### config.mk
export PLATFORM = sky130hd
export DESIGN_NAME = bitser_port
export DESIGN_NICKNAME = d
export VERILOG_FILES = /design/src/rtl/bitser_pkg.sv /design/src/rtl/bitser_clkgen.sv /design/src/rtl/bitser_sync.sv /design/src/rtl/bitser_shifter.sv /design/src/rtl/bitser_port.sv
export SDC_FILE = /design/constraint.sdc
export NUM_CORES = 1
export LEC_CHECK = 0
export BUFFER_PORTS_ARGS = -buffer_cell sky130_fd_sc_hd__buf_2
export CORE_UTILIZATION = 50
export CTS_BUF_LIST = sky130_fd_sc_hd__clkbuf_4 sky130_fd_sc_hd__clkbuf_8
export CTS_CLUSTER_SIZE = 12
export DETAILED_ROUTE_END_ITERATION = 8
export PLACE_DENSITY = 0.71
export SLEW_MARGIN = 0
export SYNTH_ARGS = -nofsm -noshare
export SYNTH_HDL_FRONTEND = slang
export SYNTH_SLANG_ARGS = --single-unit
export TNS_END_PERCENT = 100
### constraint.sdc
create_clock -name clk -period 1.94 [get_ports clk]
set_input_delay 0.388 -clock clk [delete_from_list [all_inputs] [get_ports clk]]
set_output_delay 0.388 -clock clk [all_outputs]
set_load 0.03 [all_outputs]
### src/rtl/bitser_pkg.sv
package bitser_pkg;

   // Mode word; packed so that ctl_wdata[0] is msb_first, [1] rx_only, [2] ext_clk
   typedef struct packed {
      logic ext_clk;
      logic rx_only;
      logic msb_first;
   } bitser_cfg_t;

   localparam int unsigned CFG_W = $bits(bitser_cfg_t);

   typedef enum logic [1:0] {
      CK_IDLE = 2'd0,
      CK_LOW  = 2'd1,
      CK_HIGH = 2'd2
   } ck_state_e;

endpackage

### src/rtl/bitser_clkgen.sv
module bitser_clkgen
   import bitser_pkg::*;
#(
   parameter int unsigned DATA_W   = 8,
   parameter int unsigned DIV_HALF = 4
) (
   input  logic clk,
   input  logic rst_n,
   input  logic start_i,
   output logic sck_o,
   output logic rise_o,
   output logic fall_o
);

   localparam int unsigned BIT_W = $clog2(DATA_W);
   localparam logic [BIT_W-1:0] LAST_PULSE = BIT_W'(DATA_W - 1);

   ck_state_e        state_q;
   logic [BIT_W-1:0] pulse_q;
   logic             half_end;

   // Half-period timer: a counter only when a half lasts more than one cycle
   generate
      if (DIV_HALF == 1) begin : g_no_div
         assign half_end = 1'b1;
      end else begin : g_div
         localparam int unsigned CNT_W = $clog2(DIV_HALF);
         localparam logic [CNT_W-1:0] CNT_END = CNT_W'(DIV_HALF - 1);
         logic [CNT_W-1:0] cnt_q;
         always_ff @(posedge clk or negedge rst_n) begin
            if (!rst_n) begin
               cnt_q <= '0;
            end else if (state_q == CK_IDLE || cnt_q == CNT_END) begin
               cnt_q <= '0;
            end else begin
               cnt_q <= cnt_q + 1'b1;
            end
         end
         assign half_end = (cnt_q == CNT_END);
      end
   endgenerate

   always_ff @(posedge clk or negedge rst_n) begin
      if (!rst_n) begin
         state_q <= CK_IDLE;
         sck_o   <= 1'b1;
         pulse_q <= '0;
      end else begin
         unique case (state_q)
            CK_IDLE: begin
               if (start_i) begin
                  state_q <= CK_LOW;
                  sck_o   <= 1'b0;
                  pulse_q <= '0;
               end
            end
            CK_LOW: begin
               if (half_end) begin
                  sck_o <= 1'b1;
                  if (pulse_q == LAST_PULSE) begin
                     state_q <= CK_IDLE;
                  end else begin
                     state_q <= CK_HIGH;
                     pulse_q <= pulse_q + 1'b1;
                  end
               end
            end
            CK_HIGH: begin
               if (half_end) begin
                  state_q <= CK_LOW;
                  sck_o   <= 1'b0;
               end
            end
            default: state_q <= CK_IDLE;
         endcase
      end
   end

   assign rise_o = (state_q == CK_LOW)  && half_end;
   assign fall_o = (state_q == CK_HIGH) && half_end;

   AST_START_FROM_IDLE: assert property (@(posedge clk) disable iff (!rst_n)
      start_i |-> state_q == CK_IDLE);

endmodule

### src/rtl/bitser_sync.sv
module bitser_sync #(
   parameter int unsigned STAGES = 2
) (
   input  logic clk,
   input  logic rst_n,
   input  logic pin_i,
   output logic rise_o,
   output logic fall_o
);

   logic [STAGES-1:0] chain_q;
   logic              prev_q;

   generate
      for (genvar g = 0; g < STAGES; g++) begin : g_stage
         if (g == 0) begin : g_first
            always_ff @(posedge clk or negedge rst_n) begin
               if (!rst_n) chain_q[0] <= 1'b1;
               else        chain_q[0] <= pin_i;
            end
         end else begin : g_next
            always_ff @(posedge clk or negedge rst_n) begin
               if (!rst_n) chain_q[g] <= 1'b1;
               else        chain_q[g] <= chain_q[g-1];
            end
         end
      end
   endgenerate

   always_ff @(posedge clk or negedge rst_n) begin
      if (!rst_n) prev_q <= 1'b1;
      else        prev_q <= chain_q[STAGES-1];
   end

   assign rise_o =  chain_q[STAGES-1] && !prev_q;
   assign fall_o = !chain_q[STAGES-1] &&  prev_q;

endmodule

### src/rtl/bitser_shifter.sv
module bitser_shifter
   import bitser_pkg::*;
#(
   parameter int unsigned DATA_W = 8
) (
   input  logic              clk,
   input  logic              rst_n,
   input  logic              start_i,
   input  logic [DATA_W-1:0] wr_data_i,
   input  bitser_cfg_t       cfg_i,
   input  logic              rise_i,
   input  logic              fall_i,
   input  logic              sdi_i,
   output logic              sdo_o,
   output logic              busy_o,
   output logic              done_o,
   output logic              irq_o,
   output logic [DATA_W-1:0] rx_o
);

   localparam int unsigned BIT_W = $clog2(DATA_W);
   localparam logic [BIT_W-1:0] LAST_BIT = BIT_W'(DATA_W - 1);

   logic [DATA_W-1:0] shreg_q;
   logic [DATA_W-1:0] shift_nxt;
   logic [BIT_W-1:0]  bit_q;
   logic              out_bit;
   logic              first_bit;

   always_comb begin
      if (cfg_i.msb_first) begin
         shift_nxt = {shreg_q[DATA_W-2:0], sdi_i};
         out_bit   = shreg_q[DATA_W-1];
         first_bit = wr_data_i[DATA_W-1];
      end else begin
         shift_nxt = {sdi_i, shreg_q[DATA_W-1:1]};
         out_bit   = shreg_q[0];
         first_bit = wr_data_i[0];
      end
   end

   always_ff @(posedge clk or negedge rst_n) begin
      if (!rst_n) begin
         shreg_q <= '0;
         bit_q   <= '0;
         sdo_o   <= 1'b1;
         busy_o  <= 1'b0;
         done_o  <= 1'b0;
         irq_o   <= 1'b0;
         rx_o    <= '0;
      end else begin
         irq_o <= 1'b0;
         if (start_i) begin
            shreg_q <= wr_data_i;
            bit_q   <= '0;
            busy_o  <= 1'b1;
            done_o  <= 1'b0;
            if (!cfg_i.rx_only && !cfg_i.ext_clk) begin
               sdo_o <= first_bit;
            end
         end else if (busy_o) begin
            if (fall_i && !cfg_i.rx_only) begin
               sdo_o <= out_bit;
            end
            if (rise_i) begin
               shreg_q <= shift_nxt;
               if (bit_q == LAST_BIT) begin
                  busy_o <= 1'b0;
                  done_o <= 1'b1;
                  irq_o  <= 1'b1;
                  rx_o   <= shift_nxt;
               end else begin
                  bit_q <= bit_q + 1'b1;
               end
            end
         end
      end
   end

   AST_START_CLEARS_DONE: assert property (@(posedge clk) disable iff (!rst_n)
      start_i |=> (!done_o && busy_o));
   AST_RXONLY_SDO_HOLD: assert property (@(posedge clk) disable iff (!rst_n)
      (busy_o && cfg_i.rx_only) |=> $stable(sdo_o));
   AST_IRQ_ONE_CYCLE: assert property (@(posedge clk) disable iff (!rst_n)
      irq_o |=> !irq_o);
   AST_DONE_ON_RISE: assert property (@(posedge clk) disable iff (!rst_n)
      $rose(done_o) |-> $past(rise_i));

endmodule

### src/rtl/bitser_port.sv
module bitser_port
   import bitser_pkg::*;
#(
   parameter int unsigned DATA_W      = 8,
   parameter int unsigned DIV_HALF    = 4,
   parameter int unsigned SYNC_STAGES = 2
) (
   input  logic              clk,
   input  logic              rst_n,
   input  logic              ctl_we,
   input  logic [2:0]        ctl_wdata,
   input  logic              dat_we,
   input  logic [DATA_W-1:0] dat_wdata,
   output logic [DATA_W-1:0] rd_data,
   output logic              done,
   output logic              irq,
   input  logic              sck_i,
   output logic              sck_o,
   output logic              sck_oe,
   output logic              sdo_o,
   input  logic              sdi_i
);

   initial begin : elab_chk
      AST_PARAM_DATA_W: assert (DATA_W >= 2)
         else $error("DATA_W must be at least 2");
      AST_PARAM_DIV: assert (DIV_HALF >= 1)
         else $error("DIV_HALF must be at least 1");
      AST_PARAM_SYNC: assert (SYNC_STAGES >= 2)
         else $error("SYNC_STAGES must be at least 2");
      AST_PARAM_CFG: assert (CFG_W == 3)
         else $error("mode word width mismatch");
   end

   bitser_cfg_t cfg_q;
   logic        busy;
   logic        start;
   logic        int_rise, int_fall;
   logic        ext_rise, ext_fall;
   logic        rise_ev, fall_ev;

   assign start = dat_we && !busy;

   always_ff @(posedge clk or negedge rst_n) begin
      if (!rst_n) begin
         cfg_q <= '0;
      end else if (ctl_we && !busy) begin
         cfg_q <= bitser_cfg_t'(ctl_wdata);
      end
   end

   bitser_clkgen #(
      .DATA_W   (DATA_W),
      .DIV_HALF (DIV_HALF)
   ) u_clkgen (
      .clk     (clk),
      .rst_n   (rst_n),
      .start_i (start && !cfg_q.ext_clk),
      .sck_o   (sck_o),
      .rise_o  (int_rise),
      .fall_o  (int_fall)
   );

   bitser_sync #(
      .STAGES (SYNC_STAGES)
   ) u_sync (
      .clk    (clk),
      .rst_n  (rst_n),
      .pin_i  (sck_i),
      .rise_o (ext_rise),
      .fall_o (ext_fall)
   );

   assign rise_ev = cfg_q.ext_clk ? ext_rise : int_rise;
   assign fall_ev = cfg_q.ext_clk ? ext_fall : int_fall;
   assign sck_oe  = !cfg_q.ext_clk;

   bitser_shifter #(
      .DATA_W (DATA_W)
   ) u_shifter (
      .clk       (clk),
      .rst_n     (rst_n),
      .start_i   (start),
      .wr_data_i (dat_wdata),
      .cfg_i     (cfg_q),
      .rise_i    (rise_ev),
      .fall_i    (fall_ev),
      .sdi_i     (sdi_i),
      .sdo_o     (sdo_o),
      .busy_o    (busy),
      .done_o    (done),
      .irq_o     (irq),
      .rx_o      (rd_data)
   );

   AST_SCK_IDLE_HIGH: assert property (@(posedge clk) disable iff (!rst_n)
      !busy |-> sck_o);
   AST_EXT_CLK_SILENT: assert property (@(posedge clk) disable iff (!rst_n)
      cfg_q.ext_clk |-> sck_o);
   AST_CFG_FROZEN: assert property (@(posedge clk) disable iff (!rst_n)
      busy |=> $stable(cfg_q));

endmodule

# Yosys cells after proc, flatten, opt, wreduce, memory -nomap -nowiden
# Index checks and enable logic that the tools add are counted.
[classes]
addsub = 3
eq_ne = 11
n_mux = 42
bitwise = 1
reduce_logical = 30
[ops]
columns = ["operator", "count"]
rows = [
  ["8-bit two-way mux", 4],
  ["1-bit two-way mux", 23],
  ["3-bit two-way mux", 7],
  ["3-bit AND reduction", 4],
  ["4-bit AND reduction", 3],
  ["2-bit two-way mux", 5],
  ["2-bit nonzero test", 5],
  ["1-bit logical AND", 9],
  ["2-bit by 1-bit inequality test with 1-bit output (second input constant)", 4],
  ["3-bit by 1-bit adder with 3-bit output (second input constant)", 2],
  ["3-bit == test (second input constant)", 2],
  ["2-bit case mux with 3 select lines", 1],
  ["3-bit case mux with 2 select lines", 1],
  ["1-bit logical NOT", 5],
  ["2-bit == test (second input constant)", 2],
  ["2-bit inequality test (second input constant)", 2],
  ["1-bit case mux with 3 select lines", 1],
  ["3-bit nonzero test", 1],
  ["2-bit by 1-bit adder with 2-bit output (second input constant)", 1],
  ["2-bit by 1-bit == test with 1-bit output (second input constant)", 1],
  ["2-bit logical NOT", 1],
  ["2-bit AND reduction", 1],
  ["1-bit logical OR", 1],
  ["1-bit inverter", 1],
]
[word_totals]
reg_bits = 37
wordCells = 104

# Depth between registers and ports, before layout
[depth]
word_depth = 7
mapped_depth = 5

# By module
# A second synthesis with hierarchy kept.
[hier_totals]
cells_unflattened = 139
hier_area_um2 = 1771.7
[by_module_without_submodules]
columns = ["module", "instances", "cells_each", "area_per_inst_um2", "seq_area_each_um2"]
rows = [
  ["bitser_shifter", 1, 92, 1119.8, 576.8],
  ["bitser_clkgen", 1, 30, 385.4, 201.4],
  ["bitser_port", 1, 12, 172.7, 75.1],
  ["bitser_sync", 1, 5, 93.8, 78.8],
]

# Least setup slack after synthesis
# No wires, ideal clock.
[synth_path]
path_type = "reg2reg"
start = "register u_shifter.bit_q[0]"
end = "register u_shifter.rx_o[0]"
arrival_time_ns = 1.436
required_ns = 1.815
path_slack_ns = 0.379
path_stages_with_launch = 6
n_path_buf = 0
path_cell_list = "dfrtp_1 > ha_1 > ha_1 > nand2_2 > a21oi_4 > mux2_4"
[synth_between]
elab_chain_cells = 2
[synth_lines]
columns = ["element", "line_no", "source"]
rows = [
  ["from (decl)", "bitser_shifter.sv:26", "logic [BIT_W-1:0] bit_q;"],
  ["from (signal assigned)", "bitser_shifter.sv:73", "bit_q <= bit_q + 1'b1;"],
  ["3-bit == test", "bitser_shifter.sv:67", "if (bit_q == LAST_BIT) begin"],
  ["4-bit AND reduction (no source line)", "--", ""],
  ["to (signal assigned)", "bitser_shifter.sv:71", "rx_o <= shift_nxt;"],
  ["to (decl)", "bitser_shifter.sv:18", "output logic [DATA_W-1:0] rx_o"],
]
# Every way passes these cells.
# A chain may end at the register's enable or synchronous reset.

# Final worst setup path
[layout_path]
start = "register u_shifter.bit_q[0]"
end = "register u_shifter.rx_o[5]"
# Same word-level chain as after synthesis.

==> impl_summary.log <==
INFO  metric final_min_period_over_clock_period = about nine tenths
INFO  metric final-hold-violation-count = 0
INFO  metric cells_after_synth = 159
INFO  metric start_kind = flip-flop
INFO  metric post_synth_and_or_nand_nor_area_fraction = between 15 and 20%
INFO  metric r2r_setup_slack = 160 ps
INFO  metric maxSlewHeadroom = 70.2%
INFO  metric ff_latch_count_synth = 37
INFO  metric drt-wirelength-per-cell = roughly 15 um
INFO  metric cts_buffer_depth = 2
INFO  metric cellPowerDensity = 1290 nW/um2
INFO  metric cts_hold_repair.buffers = 0
INFO  metric grt_overflow_total = 0
INFO  metric area_growth = 16.0%
INFO  metric cts-htree-levels = 2
INFO  metric worst_ep_required_time = 2100 ps
INFO  metric comb_power_share = 37.1%
INFO  metric timing.setup.tns = 0 ps
INFO  metric worst_path_most_repeated_cell = sky130_fd_sc_hd__ha_1
INFO  metric finClkSkew = 8.92 ps
INFO  metric leakagePower = 1.05 nW
INFO  metric synthesis.nets = 182
INFO  metric finalSetupViolations = 0
INFO  metric floorplan.die_area = 4130 um2
INFO  metric grt_pass1_vias = between 1000 and 1500
INFO  metric first_pass_grt_wire_length = 6640 um
INFO  metric insertion_delay = between 200 and 300 ps
INFO  metric global_routing_usage_summed_across_all_routing_layers = 21.1%
INFO  metric clock-root-buffer = sky130_fd_sc_hd__clkbuf_8
INFO  metric critical_path.slowest_cell = sky130_fd_sc_hd__dfrtp_1
INFO  metric netSwitchingFraction = 35.1%
INFO  metric place_hpwl = 2880 um
INFO  metric worstMarginPinSlew = 447 ps
INFO  metric top_cell_type_by_total_area_after_synthesis = sky130_fd_sc_hd__dfrtp_1
INFO  metric setup_slack = 161 ps
INFO  metric die_h = about 64 um
INFO  metric synth_sequential_area_ratio = around half
INFO  metric io_pins = 30
INFO  metric xor_and_xnor_fraction_of_the_mapped_netlist_area = 0%
INFO  metric ff2ff_path_depth = 5
INFO  metric synth.yosys.warnings = 0
INFO  metric netlist-cell-type-count = 44
INFO  metric grt_setup_unrepaired = no
INFO  metric worstHoldPathType = input pin to asynchronous set/reset pin
INFO  metric io_buf_count = 29
INFO  metric regToRegStartpoint = u_shifter.bit_q[0]$_DFFE_PN0P_
INFO  metric dieWidth = 64.3 um
INFO  metric internal-power = 1.88 mW
INFO  metric criticalPathCategory = flip-flop to flip-flop
INFO  metric cts_tree = built
INFO  metric synth_top_cells_by_area = sky130_fd_sc_hd__dfrtp_1, sky130_fd_sc_hd__dfstp_2, sky130_fd_sc_hd__mux2_2
INFO  metric globalplace.congestion = 0.757
INFO  metric preCtsSetupSlack = 156 ps
INFO  metric synthDominantCellAreaShare = 41.3%
INFO  metric critical_path_arrival = 1940 ps
INFO  metric min_period = 1780 ps
INFO  metric drive_gt1_share = about two fifths
INFO  metric grt_start_max_net_pins = 21
INFO  metric antenna_violations_before_repair = 0
INFO  metric antenna_left = 0
INFO  metric synth-adder-area-share = 3.87%
INFO  metric power_frac_seq = 43.7%
INFO  metric mostFrequentLayoutCell = sky130_fd_sc_hd__dfrtp_1
INFO  metric clockPowerShare = 19.1%
INFO  metric yosys-mux-area-fraction = 14.3%
INFO  metric cts_buffers = 5
INFO  metric cp_cell_sequence = ha_1 > ha_1 > nand2_2 > a21oi_4 > mux2_4
INFO  metric upper_clock_frequency_limit = 562 MHz
INFO  metric leading_cell_types_in_the_layout_fill_and_taps_excluded = sky130_fd_sc_hd__dfrtp_1, sky130_fd_sc_hd__buf_2, sky130_fd_sc_hd__mux2_2
INFO  metric compound_gate_portion_of_the_synthesized_area = roughly 14%
INFO  metric combinational_family_with_the_most_area_after_synthesis = simple AND/OR/NAND/NOR gates
INFO  metric max_stage_delay = 390 ps
INFO  metric num_antenna_cells = 0
INFO  metric detail_route.drc_violations = 0
INFO  metric postSynthAreaPerCell = 12.2 um2
INFO  metric critical_path.reg2reg.endpoint = u_shifter.rx_o[5]$_DFFE_PN0P_
INFO  metric status = complete, no violations
INFO  metric via_count = 1370
INFO  metric clock_sink_count = 37
INFO  metric detail_route.vias_per_cell = 5.64
INFO  metric post_cts_resized = 0
INFO  metric post_detailed_routing_wire_length = 3750 um
INFO  metric number_of_synthesized_flops_with_an_enable_pin = 0
INFO  metric drtPass1Iterations = 4
INFO  metric synth.cell_area = 1940 um2
INFO  metric core = 3690 um2
INFO  metric cp-end-kind = flip-flop
INFO  metric path_clk_slew = 60 ps
INFO  metric placementRows = 22
INFO  metric worst_case_vdd_ir_drop = 0.629 mV
INFO  metric net-switching-power = 1.02 mW
INFO  metric drt-initial-drc-count = 67
INFO  metric cts_setup_buffers = 0
INFO  metric post_synth_arst_share = 100%
INFO  metric critical_path_peak_fanout = 10
INFO  metric floorplan.initialDensity = 52.5%
INFO  metric cap_viol_max_count = 0
INFO  metric total_nets_final = 217
INFO  metric slew_viol_final = 0
INFO  metric synth_top_flop_cell = sky130_fd_sc_hd__dfrtp_1
## registers in the layout (all words and copies together), names as in the netlist, 2 cells and up
name                  flops
u_clkgen.state_q          2
u_clkgen.pulse_q          3
u_sync.chain_q            2
u_clkgen.g_div.cnt_q      2
u_shifter.rx_o            8
cfg_q                     3
u_shifter.shreg_q         8
u_shifter.bit_q           3
## metal layers
| metal | part of all wire (%) | global-route usage [%] |
|---|---|---|
| met1 | 46 | 28.2 |
| met2 | 49 | 34.2 |
| met3 | 4.3 | 4.46 |
| met4 | 0.37 | 6.39 |
| met5 | 0 | 0 |
## synthesized netlist by cell type (5+ instances only)
cell	count
sky130_fd_sc_hd__a221o_1	7
sky130_fd_sc_hd__and2_1	7
sky130_fd_sc_hd__dfrtp_1	32
sky130_fd_sc_hd__dfstp_2	5
sky130_fd_sc_hd__ha_1	6
sky130_fd_sc_hd__inv_1	8
sky130_fd_sc_hd__mux2_2	11
sky130_fd_sc_hd__mux2_4	8
sky130_fd_sc_hd__nand2_1	10
sky130_fd_sc_hd__nor2_1	7
sky130_fd_sc_hd__o211ai_1	5
sky130_fd_sc_hd__o21ai_0	5
## final cells by class
class                           instances  area, um2
Tap cell                               48       60.1
Clock buffer                            8       97.6
Multi-Input combinational cell        108        933
Sequential cell                        37        932
Timing Repair Buffer                   34        195
Inverter                                8       30.0
Fill cell                             311       1440
## stage by stage
stage	utilization (%)	cells	cell area [um2]	hold slack, ps	total power, mW
after detailed placement	58.3	235	2150	352	2.35
final	61.0	243	2250	51.4	2.90
after global placement	58.3	235	2150	348	2.28
after floorplan	-	159	1940	92.4	2.07
after global routing	61.0	243	2250	69.4	3.10
after CTS	61.0	243	2250	55.9	2.92
## critical path: cells and delay by family (launching register included)
family                     cells  cell delay, ps
adders and majority gates      2             420
muxes                          1             340
and+or+nand+nor                1             110
AOI/OAI and AO/OA              1             390
DFF                            1             390
## logic make-up after synthesis
logic type / after synthesis
multiplexers: 21
flip-flops: 37
adder cells (fa/ha/maj): 6
AO/OA/AOI/OAI: 34
buffers and inverters: 14
AND/OR/NAND/NOR: 47
## power groups by stage
stage / Clock [mW] / Combinational (mW) / Sequential, mW
final: 0.554 / 1.08 / 1.27
after detailed placement: 0 / 1.08 / 1.27
after floorplan: 0 / 0.743 / 1.33
after CTS: 0.569 / 1.08 / 1.26
after global routing: 0.608 / 1.18 / 1.31
after global placement: 0 / 1.03 / 1.25
## how the worst max path moves through the flow
stage | endpoint | cells after the start | slack [ps] | from
after floorplan | u_shifter.rx_o[0]$_DFFE_PN0P_ | 5 | 380 | u_shifter.bit_q[0]$_DFFE_PN0P_
after global placement | u_shifter.rx_o[7]$_DFFE_PN0P_ | 5 | 250 | u_shifter.bit_q[0]$_DFFE_PN0P_
after detailed placement | u_shifter.rx_o[4]$_DFFE_PN0P_ | 5 | 160 | u_shifter.bit_q[0]$_DFFE_PN0P_
after CTS | u_shifter.rx_o[4]$_DFFE_PN0P_ | 5 | 150 | u_shifter.bit_q[0]$_DFFE_PN0P_
after global routing | u_shifter.rx_o[6]$_DFFE_PN0P_ | 5 | 60 | u_shifter.bit_q[0]$_DFFE_PN0P_
final | u_shifter.rx_o[5]$_DFFE_PN0P_ | 5 | 160 | u_shifter.bit_q[0]$_DFFE_PN0P_
(Power assumes the default switching activity.)
